<file path="config.mk">
export PLATFORM = sky130hd
export DESIGN_NAME = mbx_bridge
export DESIGN_NICKNAME = d
export VERILOG_FILES = /design/src/rtl/mbx_bridge.sv
export SDC_FILE = /design/constraint.sdc
export NUM_CORES = 1
export LEC_CHECK = 0
export CAP_MARGIN = 10
export CORE_ASPECT_RATIO = 0.7
export CORE_MARGIN = 5
export CORE_UTILIZATION = 40
export CTS_CLUSTER_SIZE = 28
export DETAILED_ROUTE_END_ITERATION = 8
export GPL_TIMING_DRIVEN = 0
export PLACE_DENSITY = 0.7
export SYNTH_ARGS = -nofsm -noshare
export SYNTH_HDL_FRONTEND = slang
export SYNTH_SLANG_ARGS = --single-unit
</file>
<file path="constraint.sdc">
create_clock -name clk -period 1.1 [get_ports clk]
set_input_delay 0.11 -clock clk [delete_from_list [all_inputs] [get_ports clk]]
set_output_delay 0.11 -clock clk [all_outputs]
set_load 0.05 [all_outputs]
</file>
<file path="src/rtl/mbx_bridge.sv">
module mbx_bridge #(
  parameter int HB  = 8,
  parameter int PAW = 3,
  parameter logic [PAW-1:0] P_DATA  = 3'd6,
  parameter logic [PAW-1:0] P_CTRL  = 3'd7,
  parameter logic [PAW-1:0] P_PSEL  = 3'd4,
  parameter logic [PAW-1:0] P_FRAME = 3'd5
) (
  input  logic            clk,
  input  logic            rst_n,
  input  logic            h_cs,
  input  logic            h_wr,
  input  logic [1:0]      h_addr,
  input  logic [HB-1:0]   h_wdata,
  output logic [HB-1:0]   h_rdata,
  input  logic            d_mem,
  input  logic            d_den,
  input  logic            d_we,
  input  logic [PAW-1:0]  d_addr,
  input  logic [2*HB-1:0] d_wdata,
  output logic [2*HB-1:0] d_rdata,
  input  logic            vsync,
  output logic            frame_sel,
  output logic            poll
);
  localparam int WB = 2 * HB;

  logic [HB-1:0] lo_stage_q, ctrl_q;
  logic [WB-1:0] in_word_q, out_word_q;
  logic          hav_q, dav_q;
  logic [1:0]    psel_q;
  logic          poll_src;

  wire h_wlo  = h_cs &  h_wr & (h_addr == 2'd0);
  wire h_whi  = h_cs &  h_wr & (h_addr == 2'd1);
  wire h_wctl = h_cs &  h_wr & (h_addr == 2'd3);
  wire h_rlo  = h_cs & ~h_wr & (h_addr == 2'd0);
  wire h_rhi  = h_cs & ~h_wr & (h_addr == 2'd1);
  wire h_rst  = h_cs & ~h_wr & (h_addr == 2'd2);

  wire d_rd   = ~d_mem & d_den;
  wire d_wr   = ~d_mem & d_we;
  wire d_rdat = d_rd & (d_addr == P_DATA);
  wire d_rctl = d_rd & (d_addr == P_CTRL);
  wire d_wdat = d_wr & (d_addr == P_DATA);
  wire d_wps  = d_wr & (d_addr == P_PSEL);
  wire d_wfr  = d_wr & (d_addr == P_FRAME);

  always_ff @(posedge clk) begin
    if (!rst_n) begin
      lo_stage_q <= '0;
      in_word_q  <= '0;
      ctrl_q     <= '0;
      hav_q      <= 1'b0;
    end else begin
      if (h_wlo)  lo_stage_q <= h_wdata;
      if (h_whi)  in_word_q  <= {h_wdata, lo_stage_q};
      if (h_wctl) ctrl_q     <= h_wdata;
      if (h_whi)       hav_q <= 1'b1;
      else if (d_rdat) hav_q <= 1'b0;
    end
  end

  always_ff @(posedge clk) begin
    if (!rst_n) begin
      out_word_q <= '0;
      dav_q      <= 1'b0;
    end else begin
      if (d_wdat) out_word_q <= d_wdata;
      if (d_wdat)     dav_q <= 1'b1;
      else if (h_rhi) dav_q <= 1'b0;
    end
  end

  always_ff @(posedge clk) begin
    if (!rst_n) begin
      psel_q    <= 2'd0;
      frame_sel <= 1'b0;
    end else if (d_wfr) begin
      frame_sel <= d_wdata[0];
      psel_q    <= 2'd2;
    end else if (d_wps) begin
      psel_q    <= d_wdata[1:0];
    end
  end

  always_comb begin
    case (psel_q)
      2'd0:    poll_src = hav_q;
      2'd1:    poll_src = dav_q;
      2'd2:    poll_src = vsync;
      default: poll_src = 1'b0;
    endcase
  end

  always_ff @(posedge clk) begin
    if (!rst_n) poll <= 1'b0;
    else        poll <= poll_src;
  end

  assign h_rdata = h_rlo ? out_word_q[HB-1:0] :
                   h_rhi ? out_word_q[WB-1:HB] :
                   h_rst ? {{(HB-2){1'b0}}, dav_q, hav_q} : '0;

  assign d_rdata = d_rdat ? in_word_q :
                   d_rctl ? {{HB{1'b0}}, ctrl_q} : '0;
endmodule

</file>
Yosys cells after proc, flatten, opt, wreduce, memory -nomap -nowiden
Cells that the tools add are included.
{ "classes": {"mux": 12, "n_eq_ne": 9, "bitwise": 18, "reduce_logical": 6} }
{ "ops": {"columns": ["op", "n"], "rows": [
  ["8-bit 2-to-1 mux", 3],
  ["16-bit 2-to-1 mux", 1],
  ["1-bit AND", 15],
  ["3-bit == test, second input constant", 4],
  ["2-bit == test, second input constant", 3],
  ["2-bit 2-to-1 mux", 3],
  ["2-bit nonzero test", 3],
  ["2-bit by 1-bit == test with 1-bit output, second input constant", 2],
  ["2-bit zero test", 2],
  ["1-bit 2-to-1 mux", 4],
  ["1-bit inverter", 3],
  ["1-bit case mux with 3 select lines", 1],
  ["2-bit OR reduction", 1]
]} }
{ "word_totals": {"word_cells": 55, "reg_bits": 54, "inputBits": 37, "output_inout_bits": 26} }

Depth between registers and ports, before layout
{ "logic_depth": {"word_depth": 6, "mapped_depth": 6, "depth_no_buf": 3} }

Least setup slack after synthesis
No wires, ideal clock.
{ "synth_timing": {"path_type": "input -> output", "from": "input port h_wr", "to": "output port h_rdata[2]", "stages": 4, "t_arrival_ps": 1356, "n_path_buf": 1, "path_slack_ps": -366, "t_required_ps": 990, "cell_sequence": "nand2b_1 -> or2_2 -> clkbuf_1 -> nor2_1"} }
{ "synth_via": {"elab_chain_len": 5, "word_cells_on_any_way": 6, "classes_between": "2 x mux; 4 x bitwise"} }
{ "synth_lines": {"columns": ["element", "line", "text"], "rows": [
  ["from (decl)", "12", "input logic h_wr,"],
  ["1-bit inverter *", "37, 38", null],
  ["1-bit AND *", "37, 38", null],
  ["1-bit AND", "38", "wire h_rhi = h_cs & ~h_wr & (h_addr == 2'd1);"],
  ["8-bit 2-to-1 mux", "102", "h_rhi ? out_word_q[WB-1:HB] :"],
  ["8-bit 2-to-1 mux *", "101", "assign h_rdata = h_rlo ? out_word_q[HB-1:0] :"],
  ["to (decl)", "15", "output logic [HB-1:0] h_rdata,"]
]} }
Mark *: on every way between the ends. The rest lies on a longest branch, timed or not.

Final worst setup path
{ "layout_timing": {"from": "register out_word_q[1]", "to": "output port h_rdata[1]"} }
{ "layout_via": {"elab_chain_len": 1} }
{ "layout_lines": {"columns": ["element", "line", "text"], "rows": [
  ["from (decl)", "29", "logic [WB-1:0] in_word_q, out_word_q;"],
  ["from (signal assigned)", "69", "if (d_wdat) out_word_q <= d_wdata;"],
  ["8-bit 2-to-1 mux", "101", null]
]} }
No other way between the ends.

==> flow_summary.ini <==
[status]
status = complete, but fails checks
failed_checks = setup timing

[logic_synthesis]
synth.distinct_cells = 35
ys_warn_count = 0
syn_area_mm2 = 0.00248
synth_seq_area_share = 0.436
syn_nets = 315
syn_inst = 278
postSynthAreaPerCell_um2 = 8.91
ys_ff_latch = 54

[cts]
clockBufferDepth = 2
clk_latency_ps = 320
htree_levels = 2
cts_buffers = 5
clk_pin_slew_worst_paths_ps = 100
cts_tree = done
hold_buffers = 0
root_buffer = clkbuf_8
cts_sinks = 54

[min_path]
hp-class = in -> reg
holdPathStages = 3

[power]
cellPowerDensity_mw_per_mm2 = 1010
power.total_uw = 3820
power.leakage_uw = 0.00145
vdd_drop_max_v = 0.000585

[detailed_routing]
route.met3.wl_um = 388
vias_per_cell = 5.00
met2_wirelength_um = 3270
wire_per_inst_um = 16.0
wl_met1_um = 3250
maxUsedRoutingLayer = met4
drt_pass1_iterations = 4
final_antenna_net_count = 0
drt_iter0_markers = 85
drt_wl_total_um = 6990
drc = 0
vias = 2190

[die]
io_pins = 63
fp.dieW_um = 104
fp.dieH_um = 75.8
start_util = 0.404
fp.coreArea_mm2 = 0.00613
rows = 24
die_area_mm2 = 0.00789

[placed_design]
place_ws_ps = -1480
port_buffers = 59
dpl.hpwl_um = 4660
placed_cells = 415
gp_congestion = 0.814

[sta]
hold_viol = 0
clock_skew_ps = 8.59
finalSetupViolations = 24
fin_ws_ps = -263
rsz0062_at_grt = true
fin_crit_ps = 1360
fin_crit_sh = 1.24
max_slew_margin = 0.628
hold_ws_ps = 145
worstMarginPinSlew_ps = 558
drv_slew = 0
clock.fmax_ghz = 0.734

[setup_path]
arrival_ps = 1250
critPathMaxFanout = 2
crit_cells = 4
worstSetupPathType = reg -> out
critPathSlowestCell = dfxtp_2
critical_path.max_stage_delay_ps = 340
cp_top_family = flip-flops
cp-end-kind = primary output
crit_chain = mux2i_2, a2bb2oi_2, nor2_4, buf_6
setup.worst_path.start_class = flip-flop
crit_buf_inv = 1
r2r_setup_slack_ps = 170
cp.required_ps = 990
worstRegToRegCells = 3

[final_layout]
antenna_cells = 0
stdcell_count = 438
area_delta_synth_final_pct = 53.5
final_common_cell = nand2_1
utilization = 0.621
final_cell_mix = nand2_1 (85), dfxtp_1 (35), mux2i_1 (26)
final_net_count = 396
fill_cells = 519
drive_gt1_frac = 0.361

[global_routing]
antenna_found_initial = 0
grt_start_max_net_pins = 18
grt_pass1_vias = 2232
grt_pass1_wl_um = 11500
grt_util_all_layers = 0.183
grt_remaining_overflow = 0

[run]
drv_cap = 0
-- worst min-delay path, cell delays in order --
cell and delay (ps):
clkbuf_1 150, nand2_1 90, o21ai_0 60
-- cell usage after synthesis --
| master | count | area (µm²) |
|---|---|---|
| nand2_1 | 85 | 319 |
| dfxtp_1 | 54 | 1080 |
| mux2i_1 | 34 | 340 |
| a21boi_0 | 14 | 105 |
| a21boi_1 | 11 | 82.6 |
| nor2_1 | 10 | 37.5 |
| and2_1 | 9 | 56.3 |
| clkbuf_1 | 9 | 33.8 |
| nor2b_1 | 9 | 56.3 |
| a22o_1 | 8 | 70.1 |
| buf_4 | 5 | 37.5 |
| a2bb2oi_1 | 2 | 17.5 |
| buf_2 | 2 | 10.0 |
| clkbuf_2 | 2 | 10.0 |
| nand2b_1 | 2 | 12.5 |
| nand3b_1 | 2 | 15.0 |
| o21ai_0 | 2 | 10.0 |
| and4_1 | 1 | 8.76 |
| and4b_1 | 1 | 10.0 |
| and4bb_1 | 1 | 12.5 |
| and4bb_2 | 1 | 12.5 |
| buf_12 | 1 | 20.0 |
| buf_6 | 1 | 11.3 |
| inv_1 | 1 | 3.75 |
| nand2_2 | 1 | 6.26 |
| nand2b_4 | 1 | 13.8 |
| nand3_1 | 1 | 5.00 |
| nand4_1 | 1 | 6.26 |
| nand4b_1 | 1 | 8.76 |
| nor3_4 | 1 | 16.3 |
| nor4b_2 | 1 | 15.0 |
| o211a_1 | 1 | 10.0 |
| o21a_1 | 1 | 7.51 |
| o31a_1 | 1 | 8.76 |
| or2_2 | 1 | 6.26 |
-- report_power, final --
group / leakage [µW] / internal [µW] / switching (µW)
clock: 0.0000585 / 683 / 677
combinational: 0.000945 / 235 / 222
sequential: 0.000446 / 1990 / 20.8
-- kinds of logic after synthesis --
kind of cell	count (synthesis)	share of synthesized area
mux	34	0.137
simple gates	129	0.249
buf+inv	21	0.0510
flops	54	0.436
compound gates	40	0.126
-- repair_timing --
item                                    CTS  global route
setup buffers                             9             5
endpoints found under the setup margin   76            30
gates cloned                              1             1
gates resized for setup                 273            16
pin swaps                                26             6
-- sequential cells by signal, summed over array words and instances (netlist names) --
signal and flops:
dav_q 1, psel_q 2, ctrl_q 8, in_word_q 16, frame_sel 1, lo_stage_q 8, hav_q 1, poll 1
out_word_q 16
-- per-layer routing --
| metal | vias up | global-route usage |
|---|---|---|
| li1 | 1093 | - |
| met1 | 1039 | 0.244 |
| met2 | 51 | 0.304 |
| met3 | 7 | 0.0381 |
| met4 | 0 | 0.0575 |
| met5 | - | 0 |
-- worst paths after layout --
kind,startpoint,end
setup / recovery,out_word_q[1]$_SDFFE_PN0P_,h_rdata[1]
hold / removal,rst_n,hav_q$_SDFFE_PN0P_
setup reg to reg,psel_q[0]$_SDFFE_PP0P_,poll$_SDFF_PN0_
hold reg to reg,lo_stage_q[7]$_SDFFE_PN0P_,in_word_q[7]$_SDFFE_PN0P_
-- cell type report --
type                            count  area [µm²]  area share
Timing Repair Buffer               75         856       0.225
Buffer                             19         129      0.0339
Inverter                            1        3.75    0.000987
Tap cell                           78        97.6      0.0257
Clock inverter                      3        43.8      0.0115
Clock buffer                        5        68.8      0.0181
Sequential cell                    54        1100       0.291
Multi-Input combinational cell    203        1500       0.394
-- through the flow --
stage / cell area (µm²) / setup TNS, ps
after floorplan: 2590 / -281
after global placement: 3280 / -55070
after detailed placement: 3280 / -55560
after CTS: 3690 / -2620
after global routing: 3800 / -2530
final: 3800 / -1580
Note: power is estimated with default switching activity, not from simulation.
